File: config.mk
export PLATFORM = sky130hd
export DESIGN_NAME = spi_stream_regs
export DESIGN_NICKNAME = d
export VERILOG_FILES = /design/src/rtl/spi_reg_pkg.sv /design/src/rtl/spi_pin_sync.sv /design/src/rtl/spi_frame_ctrl.sv /design/src/rtl/spi_regfile.sv /design/src/rtl/spi_stream_regs.sv
export SDC_FILE = /design/constraint.sdc
export NUM_CORES = 1
export LEC_CHECK = 0
export ABC_AREA = 1
export BUFFER_PORTS_ARGS = -buffer_cell sky130_fd_sc_hd__buf_2
export CORE_MARGIN = 2
export CORE_UTILIZATION = 25
export CTS_CLUSTER_DIAMETER = 200
export DETAILED_ROUTE_END_ITERATION = 10
export PLACE_DENSITY_LB_ADDON = 0.3
export SLEW_MARGIN = 15
export SYNTH_ARGS = -nofsm -noshare
export SYNTH_HDL_FRONTEND = slang
export SYNTH_HIERARCHICAL = 1
export SYNTH_SLANG_ARGS = --single-unit
File: constraint.sdc
create_clock -name clk -period 2.5 [get_ports clk]
set_input_delay 0.375 -clock clk [delete_from_list [all_inputs] [get_ports clk]]
set_output_delay 0.375 -clock clk [all_outputs]
set_load 0.1 [all_outputs]
File: src/rtl/spi_reg_pkg.sv
package spi_reg_pkg;
  localparam int SPI_ADDR_W = 15;
  localparam int SPI_DATA_W = 8;

  typedef enum logic {
    PH_HEADER = 1'b0,
    PH_DATA   = 1'b1
  } spi_phase_e;
endpackage

File: src/rtl/spi_pin_sync.sv
module spi_pin_sync #(
  parameter int STAGES = 2
) (
  input  logic clk,
  input  logic rst_n,
  input  logic sclk_i,
  input  logic csb_i,
  input  logic mosi_i,
  output logic sclk_rise,
  output logic sclk_fall,
  output logic csb_s,
  output logic mosi_s
);
  localparam int LAST = STAGES - 1;

  logic [STAGES-1:0] sclk_q;
  logic [STAGES-1:0] csb_q;
  logic [STAGES-1:0] mosi_q;
  logic              sclk_d;

  always_ff @(posedge clk or negedge rst_n) begin
    if (!rst_n) begin
      sclk_q <= '0;
      csb_q  <= '1;
      mosi_q <= '0;
      sclk_d <= 1'b0;
    end else begin
      sclk_q <= {sclk_q[STAGES-2:0], sclk_i};
      csb_q  <= {csb_q[STAGES-2:0], csb_i};
      mosi_q <= {mosi_q[STAGES-2:0], mosi_i};
      sclk_d <= sclk_q[LAST];
    end
  end

  assign sclk_rise = sclk_q[LAST] & ~sclk_d;
  assign sclk_fall = ~sclk_q[LAST] & sclk_d;
  assign csb_s     = csb_q[LAST];
  assign mosi_s    = mosi_q[LAST];
endmodule

File: src/rtl/spi_frame_ctrl.sv
module spi_frame_ctrl
  import spi_reg_pkg::*;
#(
  parameter int ADDR_W = SPI_ADDR_W,
  parameter int DATA_W = SPI_DATA_W
) (
  input  logic              clk,
  input  logic              rst_n,
  input  logic              sclk_rise,
  input  logic              sclk_fall,
  input  logic              csb_s,
  input  logic              mosi_s,
  input  logic              ascend,
  input  logic [DATA_W-1:0] rd_data,
  output logic [ADDR_W-1:0] rd_addr,
  output logic              wr_en,
  output logic [ADDR_W-1:0] wr_addr,
  output logic [DATA_W-1:0] wr_data,
  output logic              byte_done,
  output logic [ADDR_W-1:0] cur_addr,
  output logic              miso
);
  localparam int HDR_BITS = ADDR_W + 1;
  localparam int CNT_W    = $clog2(HDR_BITS);

  spi_phase_e        phase_q;
  logic [CNT_W-1:0]  bitcnt_q;
  logic [HDR_BITS-1:0] shift_q;
  logic [HDR_BITS-1:0] shift_nxt;
  logic              rw_q;
  logic [ADDR_W-1:0] addr_q;
  logic [ADDR_W-1:0] addr_step;
  logic [DATA_W-1:0] out_q;
  logic              miso_q;
  logic              hdr_done;

  assign shift_nxt = {shift_q[HDR_BITS-2:0], mosi_s};
  assign hdr_done  = sclk_rise && !csb_s && (phase_q == PH_HEADER) &&
                     (bitcnt_q == CNT_W'(HDR_BITS - 1));
  assign byte_done = sclk_rise && !csb_s && (phase_q == PH_DATA) &&
                     (bitcnt_q == CNT_W'(DATA_W - 1));

  // modular step: natural wrap of the ADDR_W-bit sum
  assign addr_step = ascend ? (addr_q + ADDR_W'(1)) : (addr_q - ADDR_W'(1));

  assign rd_addr  = hdr_done ? shift_nxt[ADDR_W-1:0] : addr_step;
  assign wr_en    = byte_done && !rw_q;
  assign wr_addr  = addr_q;
  assign wr_data  = shift_nxt[DATA_W-1:0];
  assign cur_addr = addr_q;
  assign miso     = miso_q;

  always_ff @(posedge clk or negedge rst_n) begin
    if (!rst_n) begin
      phase_q  <= PH_HEADER;
      bitcnt_q <= '0;
      shift_q  <= '0;
      rw_q     <= 1'b0;
      addr_q   <= '0;
      out_q    <= '0;
      miso_q   <= 1'b0;
    end else if (csb_s) begin
      phase_q  <= PH_HEADER;
      bitcnt_q <= '0;
      out_q    <= '0;
      miso_q   <= 1'b0;
    end else if (sclk_rise) begin
      shift_q <= shift_nxt;
      if (hdr_done) begin
        rw_q     <= shift_nxt[HDR_BITS-1];
        addr_q   <= shift_nxt[ADDR_W-1:0];
        phase_q  <= PH_DATA;
        bitcnt_q <= '0;
        out_q    <= shift_nxt[HDR_BITS-1] ? rd_data : '0;
      end else if (byte_done) begin
        addr_q   <= addr_step;
        bitcnt_q <= '0;
        out_q    <= rw_q ? rd_data : '0;
      end else begin
        bitcnt_q <= bitcnt_q + CNT_W'(1);
      end
    end else if (sclk_fall && (phase_q == PH_DATA)) begin
      miso_q <= out_q[DATA_W-1];
      out_q  <= {out_q[DATA_W-2:0], 1'b0};
    end
  end
endmodule

File: src/rtl/spi_regfile.sv
module spi_regfile #(
  parameter int NUM_REGS = 32,
  parameter int ADDR_W   = 15,
  parameter int DATA_W   = 8
) (
  input  logic                       clk,
  input  logic                       rst_n,
  input  logic                       wr_en,
  input  logic [ADDR_W-1:0]          wr_addr,
  input  logic [DATA_W-1:0]          wr_data,
  input  logic [ADDR_W-1:0]          rd_addr,
  output logic [DATA_W-1:0]          rd_data,
  output logic                       ascend,
  output logic [NUM_REGS*DATA_W-1:0] reg_image
);
  localparam int IDX_W = $clog2(NUM_REGS);

  logic [DATA_W-1:0] ctrl_q;
  logic [DATA_W-1:0] ctrl_view;
  logic [DATA_W-1:0] mem_q [NUM_REGS];
  logic              wr_hit;
  logic [IDX_W-1:0]  wr_idx;
  logic [IDX_W-1:0]  rd_idx;
  logic              soft_clr;
  logic              ctrl_wr;
  logic              asc_new;

  assign wr_hit   = wr_en && (wr_addr < ADDR_W'(NUM_REGS));
  assign wr_idx   = wr_addr[IDX_W-1:0];
  assign ctrl_wr  = wr_hit && (wr_idx == '0);
  assign soft_clr = ctrl_wr && (wr_data[7] || wr_data[0]);
  assign asc_new  = wr_data[5] | wr_data[2];

  always_ff @(posedge clk or negedge rst_n) begin
    if (!rst_n) begin
      ctrl_q <= '0;
    end else if (ctrl_wr) begin
      ctrl_q <= {1'b0, wr_data[6], asc_new, wr_data[4], wr_data[3],
                 asc_new, wr_data[1], 1'b0};
    end
  end

  assign ctrl_view = ctrl_q;
  assign mem_q[0]  = ctrl_view;
  assign ascend    = ctrl_q[5];

  for (genvar g = 1; g < NUM_REGS; g++) begin : g_reg
    always_ff @(posedge clk or negedge rst_n) begin
      if (!rst_n) begin
        mem_q[g] <= '0;
      end else if (soft_clr) begin
        mem_q[g] <= '0;
      end else if (wr_hit && (wr_idx == IDX_W'(g))) begin
        mem_q[g] <= wr_data;
      end
    end
  end

  for (genvar g = 0; g < NUM_REGS; g++) begin : g_img
    assign reg_image[g*DATA_W +: DATA_W] = mem_q[g];
  end

  assign rd_idx  = rd_addr[IDX_W-1:0];
  assign rd_data = (rd_addr < ADDR_W'(NUM_REGS)) ? mem_q[rd_idx] : '0;
endmodule

File: src/rtl/spi_stream_regs.sv
module spi_stream_regs
  import spi_reg_pkg::*;
#(
  parameter int NUM_REGS    = 32,
  parameter int ADDR_W      = SPI_ADDR_W,
  parameter int DATA_W      = SPI_DATA_W,
  parameter int SYNC_STAGES = 2
) (
  input  logic clk,
  input  logic rst_n,
  input  logic spi_sclk,
  input  logic spi_csb,
  input  logic spi_mosi,
  output logic spi_miso
);
  logic                       sclk_rise;
  logic                       sclk_fall;
  logic                       csb_s;
  logic                       mosi_s;
  logic                       ascend;
  logic [DATA_W-1:0]          rd_data;
  logic [ADDR_W-1:0]          rd_addr;
  logic                       wr_en;
  logic [ADDR_W-1:0]          wr_addr;
  logic [DATA_W-1:0]          wr_data;
  logic                       byte_done;
  logic [ADDR_W-1:0]          cur_addr;
  logic [NUM_REGS*DATA_W-1:0] reg_image;

  spi_pin_sync #(.STAGES(SYNC_STAGES)) u_sync (
    .clk      (clk),
    .rst_n    (rst_n),
    .sclk_i   (spi_sclk),
    .csb_i    (spi_csb),
    .mosi_i   (spi_mosi),
    .sclk_rise(sclk_rise),
    .sclk_fall(sclk_fall),
    .csb_s    (csb_s),
    .mosi_s   (mosi_s)
  );

  spi_frame_ctrl #(.ADDR_W(ADDR_W), .DATA_W(DATA_W)) u_ctrl (
    .clk      (clk),
    .rst_n    (rst_n),
    .sclk_rise(sclk_rise),
    .sclk_fall(sclk_fall),
    .csb_s    (csb_s),
    .mosi_s   (mosi_s),
    .ascend   (ascend),
    .rd_data  (rd_data),
    .rd_addr  (rd_addr),
    .wr_en    (wr_en),
    .wr_addr  (wr_addr),
    .wr_data  (wr_data),
    .byte_done(byte_done),
    .cur_addr (cur_addr),
    .miso     (spi_miso)
  );

  spi_regfile #(.NUM_REGS(NUM_REGS), .ADDR_W(ADDR_W), .DATA_W(DATA_W)) u_regs (
    .clk      (clk),
    .rst_n    (rst_n),
    .wr_en    (wr_en),
    .wr_addr  (wr_addr),
    .wr_data  (wr_data),
    .rd_addr  (rd_addr),
    .rd_data  (rd_data),
    .ascend   (ascend),
    .reg_image(reg_image)
  );
endmodule

==> out/summary.md <==
The run finished, with violations left. The final reports fail on negative setup slack. For the finished layout, the period the worst path requires is 2.83 ns. The wire length per cell is 19.3 µm. When the netlist entered floorplanning its net count stood at 2344. The wire length of the first global-routing pass was 93.6 mm; the antenna diode instance count was 0. The Yosys step of the flow raised 6 warnings. The wire-length estimate of the detail-placed layout is 37.9 mm.

Layout filler cell count: 6748. The final setup violation count came out at 173. In this run the critical register-to-register path is captured at u_ctrl/out_q[6].

The library cell used most frequently in the layout, excluding fill and tap cells, is nand2_1. The utilization after layout was 0.351. Number of cell rows: 95.

The worst slew margin relative to its limit is 0.489, and the overall overflow remaining after global route is 0. The worst setup path is captured at a register. CTS placed an instance of clkbuf_16 at the clock tree root.

During I/O placement, the number of pins put on the boundary was 6. The run gives 6 as the number of iterations in the first detailed-routing pass. After detailed routing, the total wire length is 65.2 mm.

After clock tree synthesis, the clock-pin slew on the worst setup and hold paths is 0.06 ns. The die covers 0.0704 mm². Mean instance size in the synthesized netlist: 7.35 µm². Number of endpoints with negative hold slack in the final report: 0. For the worst setup path, the data required time is 3.01 ns.

After detailed routing, the number of vias per cell comes to 5.04. The total area inside the core boundary comes to 0.0674 mm². The number of sinks handled by clock tree synthesis was 305; the count of input and output buffers was 5. The top fanout value on the critical path is 17. The violation count after the first detailed-routing iteration came out at 1735. The power density over the cells works out to 483 mW/mm². TritonCTS built the clock tree. The worst-case IR drop observed on VDD is 0.404 mV. The logs give 0.0171 mm² for the summed instance area of the synthesized netlist and 3.33 ns for the signal arrival time at the worst endpoint. Setup repair after global routing could not meet its margin everywhere. The logs give -0.326 ns for the worst setup slack after layout and 354 MHz for the maximum clock frequency. The critical path in this run is classified as register to register.

The tools report the worst setup path endpoint as u_ctrl/out_q[6]. In this run the remaining antenna-violating nets after routing total 0. For the worst-skew pair, the clock arrives at the later sink with an insertion delay of 0.57 ns. In this run the static leakage power is 0.0112 µW. The initial antenna violation count is 0. The period utilization was 1.13.

For the max-slew violation total from the final report, the log shows 0. The worst setup path is launched from a register. Synthesis-to-finish area growth: 38.6%. The horizontal extent of the die came out at 265 µm. The via count of the routed design is 17000. In the routed design, unresolved DRC markers number 0. Maximum number of pins on one net before global-route repair: 99. H-tree level count: 2.

The worst reg2reg path depth was 17; the worst-case clock skew was 0.0290 ns. The layout cell share with drive strength beyond 1 came out at 0.291. The number of buffers on the longest clock path was 3; the number of max-capacitance violations reported was 0.

The top cell types in the final layout, fill and taps aside, are nand2_1 (769), nand3_1 (479), dfrtp_1 (301), nand3_2 (214), buf_4 (150). The worst register-to-register path begins at u_regs/ctrl_q[5]. The starting utilization of the core area came out at 0.253.

The cell count after synthesis is 2324, and the slew at the pin closest to its max-slew limit is 0.766 ns. The congestion estimate from routability-driven global placement came to 0.837. The path class of the tightest hold or removal check is register to register. Adding up every negative setup slack in the final design gives -9.99 ns. Counting the buffers created by CTS gives 39. Overall die height: 265 µm. The overall fraction of global-route tracks in use was 0.168.

The critical path starts at u_regs/ctrl_q[5]. The run gives 16300 as the via count of the first global-routing pass. The logs give 2500 for the number of nets at the end of the flow and -0.33 ns for the minimum setup slack among reg-to-reg paths.
==> how the worst min path moves through the flow <==
stage,from,endpoint,slack [ns],cells after the start
3_5_place_dp,u_sync/sclk_q[0],u_sync/sclk_q[1],0.34,0
3_3_place_gp,u_sync/sclk_q[0],u_sync/sclk_q[1],0.33,0
6_report,u_sync/sclk_q[0],u_sync/sclk_q[1],0.35,0
5_1_grt,u_sync/csb_q[0],u_sync/csb_q[1],0.36,0
2_1_floorplan,rst_n,u_ctrl/bitcnt_q[0],0.08,0
4_1_cts,u_sync/sclk_q[0],u_sync/sclk_q[1],0.35,0
==> per-stage QoR <==
stage	setup slack (ns)	hold slack, ns	power (µW)	area (µm²)	cells
2_1_floorplan	0.00115	0.0794	5390	17100	2324
3_3_place_gp	-0.466	0.334	5840	19100	3214
3_5_place_dp	-0.510	0.339	5840	19100	3214
4_1_cts	-0.301	0.350	11500	21100	3316
5_1_grt	-0.521	0.358	11800	23700	3380
6_report	-0.326	0.348	11400	23700	3380
==> repair_timing <==
item,CTS,global route
endpoints found under the hold margin,59,0
setup buffers,26,31
endpoints found under the setup margin,243,246
pin swaps,37,158
hold buffers,4,0
gates resized for setup,86,368
cloned,4,36
==> layer usage <==
metal | up-vias | GRT usage | part of all wire
met2 | 622 | 0.269 | 0.47
met4 | 0 | 0.0652 | 0.033
met1 | 8359 | 0.224 | 0.43
met3 | 124 | 0.0307 | 0.067
li1 | 7944 | - | -
met5 | - | 0 | 0
==> flip-flops by register name (all words and copies together) (netlist names), 2 cells and up <==
signal / cells
u_sync/sclk_q: 2
u_regs/ctrl_q: 5
u_regs/reg_image: 248
u_ctrl/bitcnt_q: 4
u_sync/mosi_q: 2
u_ctrl/cur_addr: 15
u_sync/csb_q: 2
u_ctrl/out_q: 8
u_ctrl/shift_q: 15
==> cell type report <==
class,count,area [µm²],area share
multi-input cells,1734,9750,0.412
flip-flops and latches,305,7640,0.323
repair buffers,278,3420,0.144
clock buffers,61,1180,0.0499
well taps,873,1090,0.0461
inverters,121,531,0.0224
clock inverters,7,68.8,0.00291
repair inverters,1,7.51,0.000317
==> critical path: stages, from the launching register on <==
cell and delay (ns):
dfrtp_2 0.44, inv_4 0.09, ha_1 0.37, or2_2 0.32, nand3_1 0.16, o21ai_4 0.11
inv_1 0.12, buf_12 0.17, nand3_1 0.17, nand3_1 0.16, nand2_1 0.07, nand2_1 0.18
nand2_1 0.10, nor2_2 0.08, nand3_1 0.07, nand2_1 0.06, nand2_1 0.05, nand2_1 0.05
==> report_power, final <==
group | internal (µW) | total [µW] | leakage [µW] | switching [µW]
combinational | 129 | 817 | 0.00639 | 688
clock | 3340 | 5610 | 0.000613 | 2270
sequential | 4980 | 5000 | 0.00423 | 21.0
total | 8450 | 11400 | 0.0112 | 2980
Power figures use the tool's default switching activity.
